[src/rtl/irq_flag_pkg.sv]
package irq_flag_pkg;
  localparam int unsigned MODE_W = 2;
  typedef enum logic [MODE_W-1:0] {
    SENSE_LOW  = 2'b00,
    SENSE_FALL = 2'b01,
    SENSE_RISE = 2'b10,
    SENSE_BOTH = 2'b11
  } sense_mode_e;
endpackage

[src/rtl/irq_sense.sv]
module irq_sense
  import irq_flag_pkg::*;
#(
  parameter int unsigned SYNC_DEPTH = 2
) (
  input  logic        clk_i,
  input  logic        rst_ni,
  input  logic        pin_i,
  input  sense_mode_e mode_i,
  output logic        level_o,
  output logic        event_o
);
  logic [SYNC_DEPTH-1:0] sync_q;
  logic                  prev_q;

  generate
    if (SYNC_DEPTH == 1) begin : g_sync1
      always_ff @(posedge clk_i or negedge rst_ni)
        if (!rst_ni) sync_q <= '1;
        else         sync_q <= pin_i;
    end else begin : g_syncn
      always_ff @(posedge clk_i or negedge rst_ni)
        if (!rst_ni) sync_q <= '1;
        else         sync_q <= {sync_q[SYNC_DEPTH-2:0], pin_i};
    end
  endgenerate

  always_ff @(posedge clk_i or negedge rst_ni)
    if (!rst_ni) prev_q <= 1'b1;
    else         prev_q <= level_o;

  assign level_o = sync_q[SYNC_DEPTH-1];

  always_comb begin
    unique case (mode_i)
      SENSE_LOW:  event_o = ~level_o;
      SENSE_FALL: event_o = prev_q & ~level_o;
      SENSE_RISE: event_o = ~prev_q & level_o;
      default:    event_o = prev_q ^ level_o;
    endcase
  end


  edge_from_change_chk: assert property (@(posedge clk_i) disable iff (!rst_ni)
    (mode_i != SENSE_LOW && event_o) |-> (level_o != $past(level_o)));
endmodule

[src/rtl/irq_flag_cell.sv]
module irq_flag_cell (
  input  logic clk_i,
  input  logic rst_ni,
  input  logic set_i,
  input  logic hw_clr_i,
  input  logic rd_i,
  input  logic wr_i,
  input  logic wbit_i,
  output logic flag_o
);
  logic flag_q, armed_q, flag_d, armed_d, sw_clr;

  assign sw_clr = wr_i & armed_q & ~wbit_i;
  // set dominates every clear source
  assign flag_d = set_i | (flag_q & ~(hw_clr_i | sw_clr));

  always_comb begin
    if (wr_i)      armed_d = 1'b0;
    else if (rd_i) armed_d = armed_q | flag_q;
    else           armed_d = armed_q;
    armed_d = armed_d & flag_d;
  end

  always_ff @(posedge clk_i or negedge rst_ni)
    if (!rst_ni) begin
      flag_q  <= 1'b0;
      armed_q <= 1'b0;
    end else begin
      flag_q  <= flag_d;
      armed_q <= armed_d;
    end

  assign flag_o = flag_q;


  no_spurious_set_chk: assert property (@(posedge clk_i) disable iff (!rst_ni)
    $rose(flag_q) |-> $past(set_i));

  unarmed_write_chk: assert property (@(posedge clk_i) disable iff (!rst_ni)
    (flag_q && wr_i && !armed_q && !hw_clr_i) |=> flag_q);

  no_lost_set_chk: assert property (@(posedge clk_i) disable iff (!rst_ni)
    set_i |=> flag_q);

  write_disarms_chk: assert property (@(posedge clk_i) disable iff (!rst_ni)
    wr_i |=> !armed_q);

  armed_needs_flag_chk: assert property (@(posedge clk_i) disable iff (!rst_ni)
    armed_q |-> flag_q);
endmodule

[src/rtl/irq_status_top.sv]
module irq_status_top
  import irq_flag_pkg::*;
#(
  parameter int unsigned N_IRQ      = 16,
  parameter int unsigned SYNC_DEPTH = 2,
  localparam int unsigned CFG_W     = N_IRQ * MODE_W
) (
  input  logic             clk_i,
  input  logic             rst_ni,
  input  logic [N_IRQ-1:0] irq_pin_i,
  input  logic [CFG_W-1:0] sense_cfg_i,
  input  logic [N_IRQ-1:0] irq_en_i,
  input  logic [N_IRQ-1:0] ack_i,
  input  logic [N_IRQ-1:0] xfer_act_i,
  input  logic [N_IRQ-1:0] xfer_keep_i,
  input  logic             reg_rd_i,
  input  logic             reg_wr_i,
  input  logic [N_IRQ-1:0] reg_wdata_i,
  output logic [N_IRQ-1:0] reg_rdata_o,
  output logic [N_IRQ-1:0] irq_o,
  output logic             irq_any_o
);
  logic [N_IRQ-1:0] flag, level, sense_ev, hw_clr;

  for (genvar n = 0; n < N_IRQ; n++) begin : g_ch
    sense_mode_e mode;
    assign mode = sense_mode_e'(sense_cfg_i[n*MODE_W +: MODE_W]);

    irq_sense #(.SYNC_DEPTH(SYNC_DEPTH)) u_sense (
      .clk_i   (clk_i),
      .rst_ni  (rst_ni),
      .pin_i   (irq_pin_i[n]),
      .mode_i  (mode),
      .level_o (level[n]),
      .event_o (sense_ev[n])
    );

    // level-sensed ack only clears once the pin has returned high
    assign hw_clr[n] = (ack_i[n] & ((mode != SENSE_LOW) | level[n]))
                     | (xfer_act_i[n] & ~xfer_keep_i[n]);

    irq_flag_cell u_cell (
      .clk_i    (clk_i),
      .rst_ni   (rst_ni),
      .set_i    (sense_ev[n]),
      .hw_clr_i (hw_clr[n]),
      .rd_i     (reg_rd_i),
      .wr_i     (reg_wr_i),
      .wbit_i   (reg_wdata_i[n]),
      .flag_o   (flag[n])
    );
  end

  assign reg_rdata_o = flag;
  assign irq_o       = flag & irq_en_i;
  assign irq_any_o   = |irq_o;


  irq_within_flags_chk: assert property (@(posedge clk_i) disable iff (!rst_ni)
    (irq_o & ~reg_rdata_o) == '0);

  any_needs_enabled_chk: assert property (@(posedge clk_i) disable iff (!rst_ni)
    irq_any_o |-> ((reg_rdata_o & irq_en_i) != '0));
endmodule

[config.mk]
export PLATFORM = sky130hd
export DESIGN_NAME = irq_status_top
export DESIGN_NICKNAME = d
export VERILOG_FILES = /design/src/rtl/irq_flag_pkg.sv /design/src/rtl/irq_sense.sv /design/src/rtl/irq_flag_cell.sv /design/src/rtl/irq_status_top.sv
export SDC_FILE = /design/constraint.sdc
export NUM_CORES = 1
export LEC_CHECK = 0
export BUFFER_PORTS_ARGS = -buffer_cell sky130_fd_sc_hd__buf_2
export CAP_MARGIN = 25
export CELL_PAD_IN_SITES_DETAIL_PLACEMENT = 0
export CELL_PAD_IN_SITES_GLOBAL_PLACEMENT = 1
export CORE_MARGIN = 1
export CORE_UTILIZATION = 39
export DETAILED_ROUTE_END_ITERATION = 16
export GPL_TIMING_DRIVEN = 0
export PLACE_DENSITY_LB_ADDON = 0.1
export SLEW_MARGIN = 0
export SYNTH_ARGS = -nofsm -noshare
export SYNTH_HDL_FRONTEND = slang
export SYNTH_SLANG_ARGS = --single-unit
[constraint.sdc]
create_clock -name clk_i -period 3.9 [get_ports clk_i]
set_clock_uncertainty 0.15 [all_clocks]
set_input_delay 0.585 -clock clk_i [delete_from_list [all_inputs] [get_ports clk_i]]
set_output_delay 0.585 -clock clk_i [all_outputs]
set_load 0.02 [all_outputs]
# Word-level counts from Yosys, hierarchy flattened
# Cells that the tools add are included.
# classes
shift,0
n_bitwise,305
muxes,48
eq_ne,32
multipliers,0
n_reduce_logical,33
order_cmp,0
div,0
n_addsub,0
# ops
op,count
bitwise AND 1 bit,128
NOT 1 bit,80
OR 1 bit,80
case mux 1 bit (3 select lines),16
"equality test 2 x 1 -> 1 bit, second input constant",16
"equality test 2 bit, second input constant",16
zero test 2 bit,16
two-way mux 1 bit,32
nonzero test 2 bit,16
bitwise AND 16 bit,1
OR reduction 16 bit,1
XOR 1 bit,16
# word_totals
reg_bits,80
out_inout_bits,33
in_bits,132
elab_cells,482
mem_bits_rw,0
n_memories,0
latchBits,0
mem_bits_ro,0

# Depth between registers and ports, before layout
# Gate-level depths: netlist of the first run.
# logic_depth
ltp_word,9
ltp_mapped,5
ltp_nobuf,5

# By module
# A second synthesis of the first run with hierarchy kept.
# unflattened
cells_unflattened,357
hier_area_um2,4164.0
# by_module_without_submodules
module,area_each_um2,seq_area_each_um2,n_inst,cells_per_inst
irq_sense,137.6,78.8,16,9
irq_flag_cell,97.6,50.0,16,9
irq_status_top,400.4,0.0,1,69

# Worst setup path after synthesis of the first run
# Ideal clock, no wire load.
# synth_path
kind,input port to output port
start,input port irq_en_i[0]
end,output port irq_any_o
t_required_ns,3.165
arrival_time_ns,1.940
setup_slack_ns,1.225
n_path_buf,0
cell_stages,3
cell_sequence,and2_1 or4_1 or4_1
# synth_between
elab_chain_cells,2
# synth_lines
element,line,source
from (decl),irq_status_top.sv:12,"input logic [N_IRQ-1:0] irq_en_i,"
bitwise AND 16 bit,irq_status_top.sv:55,assign irq_o = flag & irq_en_i;
OR reduction 16 bit,irq_status_top.sv:56,assign irq_any_o = |irq_o;
to (decl),irq_status_top.sv:21,output logic irq_any_o
# Every way passes these cells.

# Worst setup path after layout of the first run
# layout_path
start,register g_ch[14].u_cell.flag_q
end,output port irq_any_o
# layout_between
elab_chain_cells,2
# layout_lines
element,line,source
from (decl),irq_flag_cell.sv:11,"logic flag_q, armed_q, flag_d, armed_d, sw_clr;"
from (signal assigned),irq_flag_cell.sv:29,flag_q <= flag_d;
bitwise AND 16 bit,irq_status_top.sv:55,
OR reduction 16 bit,irq_status_top.sv:56,
# Every way passes these cells.

==> results.py, run 1 <==
metrics = {
    "min_path": {
        "min_from": "irq_pin_i[12]",
        "min_to": "g_ch[12].u_sense.sync_q[0]",
        "hold_path_class": "in -> reg",
        "hold_depth": 1,
    },
    "finish": {
        "drive_gt1_frac": 0.493,
        "antenna-diode-count": 0,
        "num-fill-cells": 936,
        "post-route-util": 0.532,
        "area_growth_pct": 31.7,
        "nets": 686,
        "final_area_sq_um": 5220,
    },
    "timing": {
        "tns_ns": 0,
        "max_slew.worst_pin.slew_ns": 0.630,
        "grt_setup_unrepaired": "no",
        "max_freq_mhz": 334,
        "setup_viol": 0,
        "finalHoldViolCount": 0,
        "period_needed_ns": 2.99,
        "fin_crit_sh": 0.767,
        "drv_slew": 0,
        "relSlewSlack": 0.580,
    },
    "logic_synthesis": {
        "synth_top_cell_by_area": "dfstp_2",
        "synthTopCellsByArea": "dfstp_2 32%, dfrtp_1 20%, ha_1 10%, mux4_2 9.1%, inv_1 7.6%",
        "ys_types": 15,
        "yosys.area.top_type_share": 0.318,
        "synth_seq_area_share": 0.520,
        "ys_ff_latch": 80,
        "synth_area_per_cell_sq_um": 11.5,
        "syn-num-nets": 510,
        "syn_area_sq_um": 3960,
        "yosysWarnings": 0,
        "synthCells": 346,
    },
    "placed_design": {
        "placed_area_sq_um": 4970,
        "gp_congestion": 0.757,
        "port_buffers": 163,
        "post-dp-hpwl_microns": 6970,
    },
    "floorplanning": {
        "core_sq_um": 9820,
        "chipWidth_microns": 103,
        "die_area_sq_um": 10600,
        "ioPinCount": 165,
        "start_util": 0.404,
        "die_y_microns": 103,
        "rows": 36,
    },
    "drt": {
        "ant_nets": 0,
        "wl_per_cell_microns": 13.1,
        "drc_errors": 0,
        "first_pass_iters": 4,
        "drt_iter0_markers": 26,
        "wirelength_microns": 8670,
        "dr_total_vias": 3016,
        "viasPerCell": 4.57,
    },
    "critical_path": {
        "crit_family": "simple AND/OR/NAND/NOR gates",
        "worst-r2r-cell-count": 4,
        "slowest_delay_ns": 0.63,
        "start_kind": "register",
        "critPathSlowestCell": "or4_1",
        "path_cells": "and2_1 -> or4_1 -> or4_1 -> buf_2",
        "cp.buffers_inverters": 1,
        "reg2reg_to": "g_ch[7].u_cell.armed_q",
        "path_max_fanout": 4,
        "worstPathRequired_ns": 3.16,
        "worstPathArrival_ns": 2.26,
        "critPathKind": "reg -> out",
        "r2r_slack_ns": 2.07,
        "r2r_start": "g_ch[7].u_sense.prev_q",
        "end_kind": "primary output",
        "path_common_cell": "or4_1",
    },
    "job": {
        "drv_cap": 0,
    },
    "cts": {
        "clk_path_buf_depth": 2,
        "numCtsBuffers": 9,
        "clockRootBuffer": "clkbuf_8",
        "cts.sinks": 80,
        "path_clk_slew_ns": 0.08,
        "tritoncts": "done",
        "clock_latency_ns": 0.35,
        "h-tree-depth": 3,
        "cts_resized": 0,
    },
    "global_routing": {
        "antenna_found_initial": 1,
        "overflow": 0,
        "track_usage": 0.174,
        "first_global_vias": 2802,
        "grt_pass1_wl_microns": 13300,
        "grt_start_max_net_pins": 59,
    },
    "power_and_ir_drop": {
        "ir_worst_vdd_uv": 194,
        "p_leak_nw": 2.68,
        "powerDensity_nw_per_um2": 395,
    },
    "status": {
        "outcome": "completed",
    },
}
worst max path at each step:
stage | startpoint | end | slack [ns] | depth (start not counted)
final | g_ch[14].u_cell.flag_o | irq_any_o | 0.91 | 4
after global routing | g_ch[14].u_cell.flag_o | irq_any_o | 0.80 | 4
after CTS | g_ch[4].u_cell.flag_o | irq_any_o | 0.86 | 4
after detailed placement | irq_en_i[4] | irq_any_o | 0.98 | 5
after global placement | irq_en_i[4] | irq_any_o | 0.98 | 5
after floorplan | irq_en_i[0] | irq_any_o | 1.23 | 3
per-stage QoR:
step	worst slack, ns	hold slack (ns)	power (mW)	std cells
6_report	0.908	0.171	2.06	660
3_3_place_gp	0.977	0.195	1.35	642
4_1_cts	0.862	0.151	2.10	660
2_1_floorplan	1.23	0.139	1.18	346
5_1_grt	0.803	0.143	2.17	660
3_5_place_dp	0.980	0.197	1.36	643
timing repair:
| action | 4_1_cts | 5_1_grt |
|---|---|---|
| endpoints found under the hold margin | 10 | 0 |
| buffers inserted | 0 | 0 |
| hold buffers | 1 | 0 |
Yosys cell counts:
cell	count
a211oi_1	16
a21oi_1	16
and2_1	15
and2_4	1
buf_4	16
clkbuf_1	5
dfrtp_1	32
dfstp_2	48
ha_1	32
inv_1	80
mux4_2	16
nand2_1	32
nand2b_1	16
o2111ai_1	16
or4_1	5
flip-flops by register name, summed over array words and instances (netlist names):
| name | count |
|---|---|
| g_ch.u_cell.flag_o | 16 |
| g_ch.u_sense.sync_q | 32 |
| g_ch.u_sense.prev_q | 16 |
| g_ch.u_cell.armed_q | 16 |
layout make-up:
class	instances	area (sq um)	area share
inverters	80	300	0.0575
well taps	133	166	0.0319
plain buffers	21	139	0.0266
clock inverters	6	108	0.0206
multi-input cells	165	1460	0.280
repair buffers	165	856	0.164
clock buffers	10	128	0.0244
flip-flops and latches	80	2060	0.395
kinds of logic (layout without fill, tap and decap cells):
logic type	count (synthesis)	after routing	synth area share
AO/OA/AOI/OAI	48	48	0.0859
adder cells (fa/ha/maj)	32	32	0.101
buffers and inverters	101	282	0.111
flip-flops	80	80	0.520
multiplexers	16	16	0.0909
AND/OR/NAND/NOR	69	69	0.0909
worst register-to-register path, stage by stage, from the launching register on:
cell      delay (ns)
dfstp_2         0.53
inv_1           0.04
ha_1            0.27
mux4_2          0.49
a211oi_1        0.25
cell usage in the layout (no fill, tap or decap):
master,instances
and2_4,1
buf_4,17
mux4_2,16
bufinv_16,3
a211oi_1,16
clkinvlp_4,1
ha_1,32
clkinv_2,2
a21oi_1,16
buf_16,1
or4_1,5
dfrtp_1,32
o2111ai_1,16
inv_1,80
dlygate4sd3_1,1
nand2_1,32
buf_2,162
and2_1,15
clkbuf_8,9
dfstp_2,48
clkbuf_1,6
nand2b_1,16
report_power, final:
part / switching [mW] / internal [mW]
Clock: 0.297 / 0.423
Sequential: 0.0507 / 0.910
Combinational: 0.190 / 0.189
per-layer routing:
metal | global-route usage | vias up | routed length [microns]
met1 | 0.214 | 1418 | 3750
li1 | - | 1476 | -
met3 | 0.0461 | 14 | 587
met5 | 0 | - | 0
met4 | 0.0683 | 0 | 145
met2 | 0.293 | 108 | 4180
(Power assumes the default switching activity.)
==> inputs of run 2 (changes only) <==
--- a/config.mk
+++ b/config.mk
@@ -5,12 +5,13 @@
 export SDC_FILE = /design/constraint.sdc
 export NUM_CORES = 1
 export LEC_CHECK = 0
+export ABC_AREA = 1
 export BUFFER_PORTS_ARGS = -buffer_cell sky130_fd_sc_hd__buf_2
 export CAP_MARGIN = 25
 export CELL_PAD_IN_SITES_DETAIL_PLACEMENT = 0
 export CELL_PAD_IN_SITES_GLOBAL_PLACEMENT = 1
 export CORE_MARGIN = 1
-export CORE_UTILIZATION = 39
+export CORE_UTILIZATION = 36
 export DETAILED_ROUTE_END_ITERATION = 16
 export GPL_TIMING_DRIVEN = 0
 export PLACE_DENSITY_LB_ADDON = 0.1
==> constraint.sdc (replaced) <==
create_clock -name clk_i -period 3 [get_ports clk_i]
set_clock_uncertainty 0.15 [all_clocks]
set_input_delay 0.45 -clock clk_i [delete_from_list [all_inputs] [get_ports clk_i]]
set_output_delay 0.45 -clock clk_i [all_outputs]
set_load 0.02 [all_outputs]
==> run 2 against run 1 <==
Effect of this change: sequential power is 29% higher; clock-buffer cell count is 4 higher; die area up 23%; cell area up 11%; first-iteration DRC count rose to 3.2 times the previous value; combinational power is 44% higher; non-clock buffer count is 2 lower; critical path depth increased by 1; hold slack worse by 0.11 ns; global-route usage fell by 0.47 points.
==> results.py, run 2 <==
metrics = {
    "cts": {
        "numCtsBuffers": 9,
        "clk_path_buf_depth": 2,
        "path_clk_slew_ns": 0.06,
        "cts_setup_buffers": 0,
        "cts_resized": 0,
        "cts_hold_buf": 0,
        "clockRootBuffer": "clkbuf_16",
        "cts.sinks": 80,
        "h-tree-depth": 3,
        "clock_latency_ns": 0.33,
        "tritoncts": "done",
    },
    "critical_path": {
        "worstPathArrival_ns": 1.46,
        "worst-r2r-cell-count": 7,
        "end_kind": "primary output",
        "path_max_fanout": 4,
        "critPathKind": "reg -> out",
        "start_kind": "register",
        "worstPathRequired_ns": 2.40,
        "r2r_start": "g_ch[3].u_sense.prev_q",
        "r2r_slack_ns": 1.53,
        "reg2reg_to": "g_ch[3].u_cell.armed_q",
    },
    "logic_synthesis": {
        "ys_top_cells_by_count": "160 x inv_1, 145 x nand2_1, 48 x dfstp_2",
        "synth_flop_cell": "dfstp_2",
        "synth_area_per_cell_sq_um": 8.08,
        "synth_edf_count": 0,
        "synth_seq_area_share": 0.458,
        "yosysWarnings": 0,
        "ys_ff_latch": 80,
        "synthArstFlopShare": 1.00,
        "synthCells": 557,
        "synthTopCellsByArea": "dfstp_2 28%, dfrtp_1 18%, inv_1 13%, nand2_1 12%, ha_1 8.9%",
        "ys_types": 17,
        "syn_area_sq_um": 4500,
        "synth_top_cell_by_area": "dfstp_2",
        "synth.most_common_cell": "inv_1",
        "yosys.area.top_type_share": 0.280,
        "syn-num-nets": 721,
    },
    "global_routing": {
        "overflow": 0,
        "antenna_found_initial": 1,
        "first_global_vias": 3569,
        "grt_start_max_net_pins": 56,
        "track_usage": 0.169,
        "grt_pass1_wl_microns": 16500,
    },
    "finish": {
        "regMostFlops": "g_ch.u_sense.sync_q",
        "final_common_cell": "buf_2",
        "post-route-util": 0.479,
        "largest_register_ffs": 32,
        "nets": 895,
        "final_cell_mix": "161 x buf_2, 160 x inv_1, 145 x nand2_1, 48 x dfstp_2, 44 x nand3_1",
        "antenna-diode-count": 0,
        "drive_gt1_frac": 0.372,
        "area_growth_pct": 29.0,
    },
    "floorplanning": {
        "core_sq_um": 12100,
        "die_area_sq_um": 13000,
        "die_y_microns": 114,
        "start_util": 0.372,
        "ioPinCount": 165,
        "chipWidth_microns": 114,
        "rows": 40,
    },
    "timing": {
        "tns_ns": 0,
        "fin_crit_sh": 0.686,
        "relSlewSlack": 0.777,
        "grt_setup_unrepaired": "no",
        "max_freq_mhz": 486,
        "max_slew.worst_pin.slew_ns": 0.335,
        "drv_slew": 0,
        "finalHoldViolCount": 0,
        "period_needed_ns": 2.06,
        "setup_viol": 0,
    },
    "placed_design": {
        "port_buffers": 162,
        "gp_congestion": 0.752,
        "post-dp-hpwl_microns": 8240,
    },
    "drt": {
        "wirelength_microns": 10100,
        "ant_nets": 0,
        "viasPerCell": 4.17,
        "dr_total_vias": 3767,
        "first_pass_iters": 4,
        "drc_errors": 0,
        "drt_iter0_markers": 82,
        "wl_per_cell_microns": 11.2,
    },
    "min_path": {
        "min_from": "irq_pin_i[13]",
        "hold_depth": 1,
        "min_to": "g_ch[13].u_sense.sync_q[0]",
        "hold_path_class": "in -> reg",
    },
    "power_and_ir_drop": {
        "ir_worst_vdd_uv": 264,
        "powerDensity_nw_per_um2": 472,
        "p_leak_nw": 3.52,
    },
    "status": {
        "outcome": "completed",
    },
    "job": {
        "drv_cap": 0,
    },
}
-- run 2: cell type report --
cell class,count,area (sq um)
inverter,161,607
sequential,80,2060
tap,168,210
buffer,21,178
timing repair buffer,163,841
clock inverter,2,10.0
multi-input combinational,295,1660
clock buffer,14,244
fill,1227,6300
-- run 2: through the flow --
stage / setup slack, ns / hold WS [ns] / instance area, sq um / power (mW) / std cells
after floorplan: 1.57 / 0.00441 / 4500 / 1.58 / 557
after global routing: 0.807 / 0.0402 / 5810 / 2.92 / 904
after detailed placement: 1.13 / 0.197 / 5550 / 1.82 / 888
final: 0.941 / 0.0607 / 5810 / 2.74 / 904
after CTS: 0.903 / 0.0437 / 5810 / 2.81 / 904
after global placement: 0.754 / 0.196 / 5520 / 1.79 / 887
-- run 2: cells by family (layout without fill, tap and decap cells) --
| family | after synthesis | in the layout | share of synthesized area |
|---|---|---|---|
| and+or+nand+nor | 231 | 231 | 0.235 |
| adders and majority gates | 32 | 32 | 0.0889 |
| AOI/OAI and AO/OA | 32 | 32 | 0.0439 |
| DFF | 80 | 80 | 0.458 |
| buffers and inverters | 182 | 361 | 0.174 |
-- run 2: worst max-delay path by stage --
stage	start	endpoint	slack, ns	depth (start not counted)
after floorplan	irq_en_i[15]	irq_any_o	1.57	4
after detailed placement	irq_en_i[7]	irq_any_o	1.13	6
after global routing	g_ch[7].u_cell.flag_o	irq_any_o	0.81	5
after CTS	g_ch[7].u_cell.flag_o	irq_any_o	0.90	5
after global placement	rst_ni	g_ch[3].u_cell.flag_o	0.75	1
final	g_ch[7].u_cell.flag_o	irq_any_o	0.94	5
-- run 2: power breakdown --
group          total (mW)  switching [mW]  internal, mW
clock network       0.956           0.398         0.559
logic               0.545           0.309         0.236
registers            1.24          0.0593          1.18
-- run 2: per-layer routing --
layer | vias to the layer above | track usage | wire, microns
met3 | 9 | 0.0414 | 515
met2 | 89 | 0.295 | 5130
met5 | - | 0 | 13
met1 | 1689 | 0.199 | 4350
li1 | 1978 | - | -
met4 | 2 | 0.0701 | 129
-- run 2: worst max-delay path, stage by stage (launching register included) --
cell     delay (ns)
dfrtp_1        0.40
nand2_1        0.16
nand4_1        0.22
nor2_1         0.14
nand2_1        0.05
buf_2          0.15
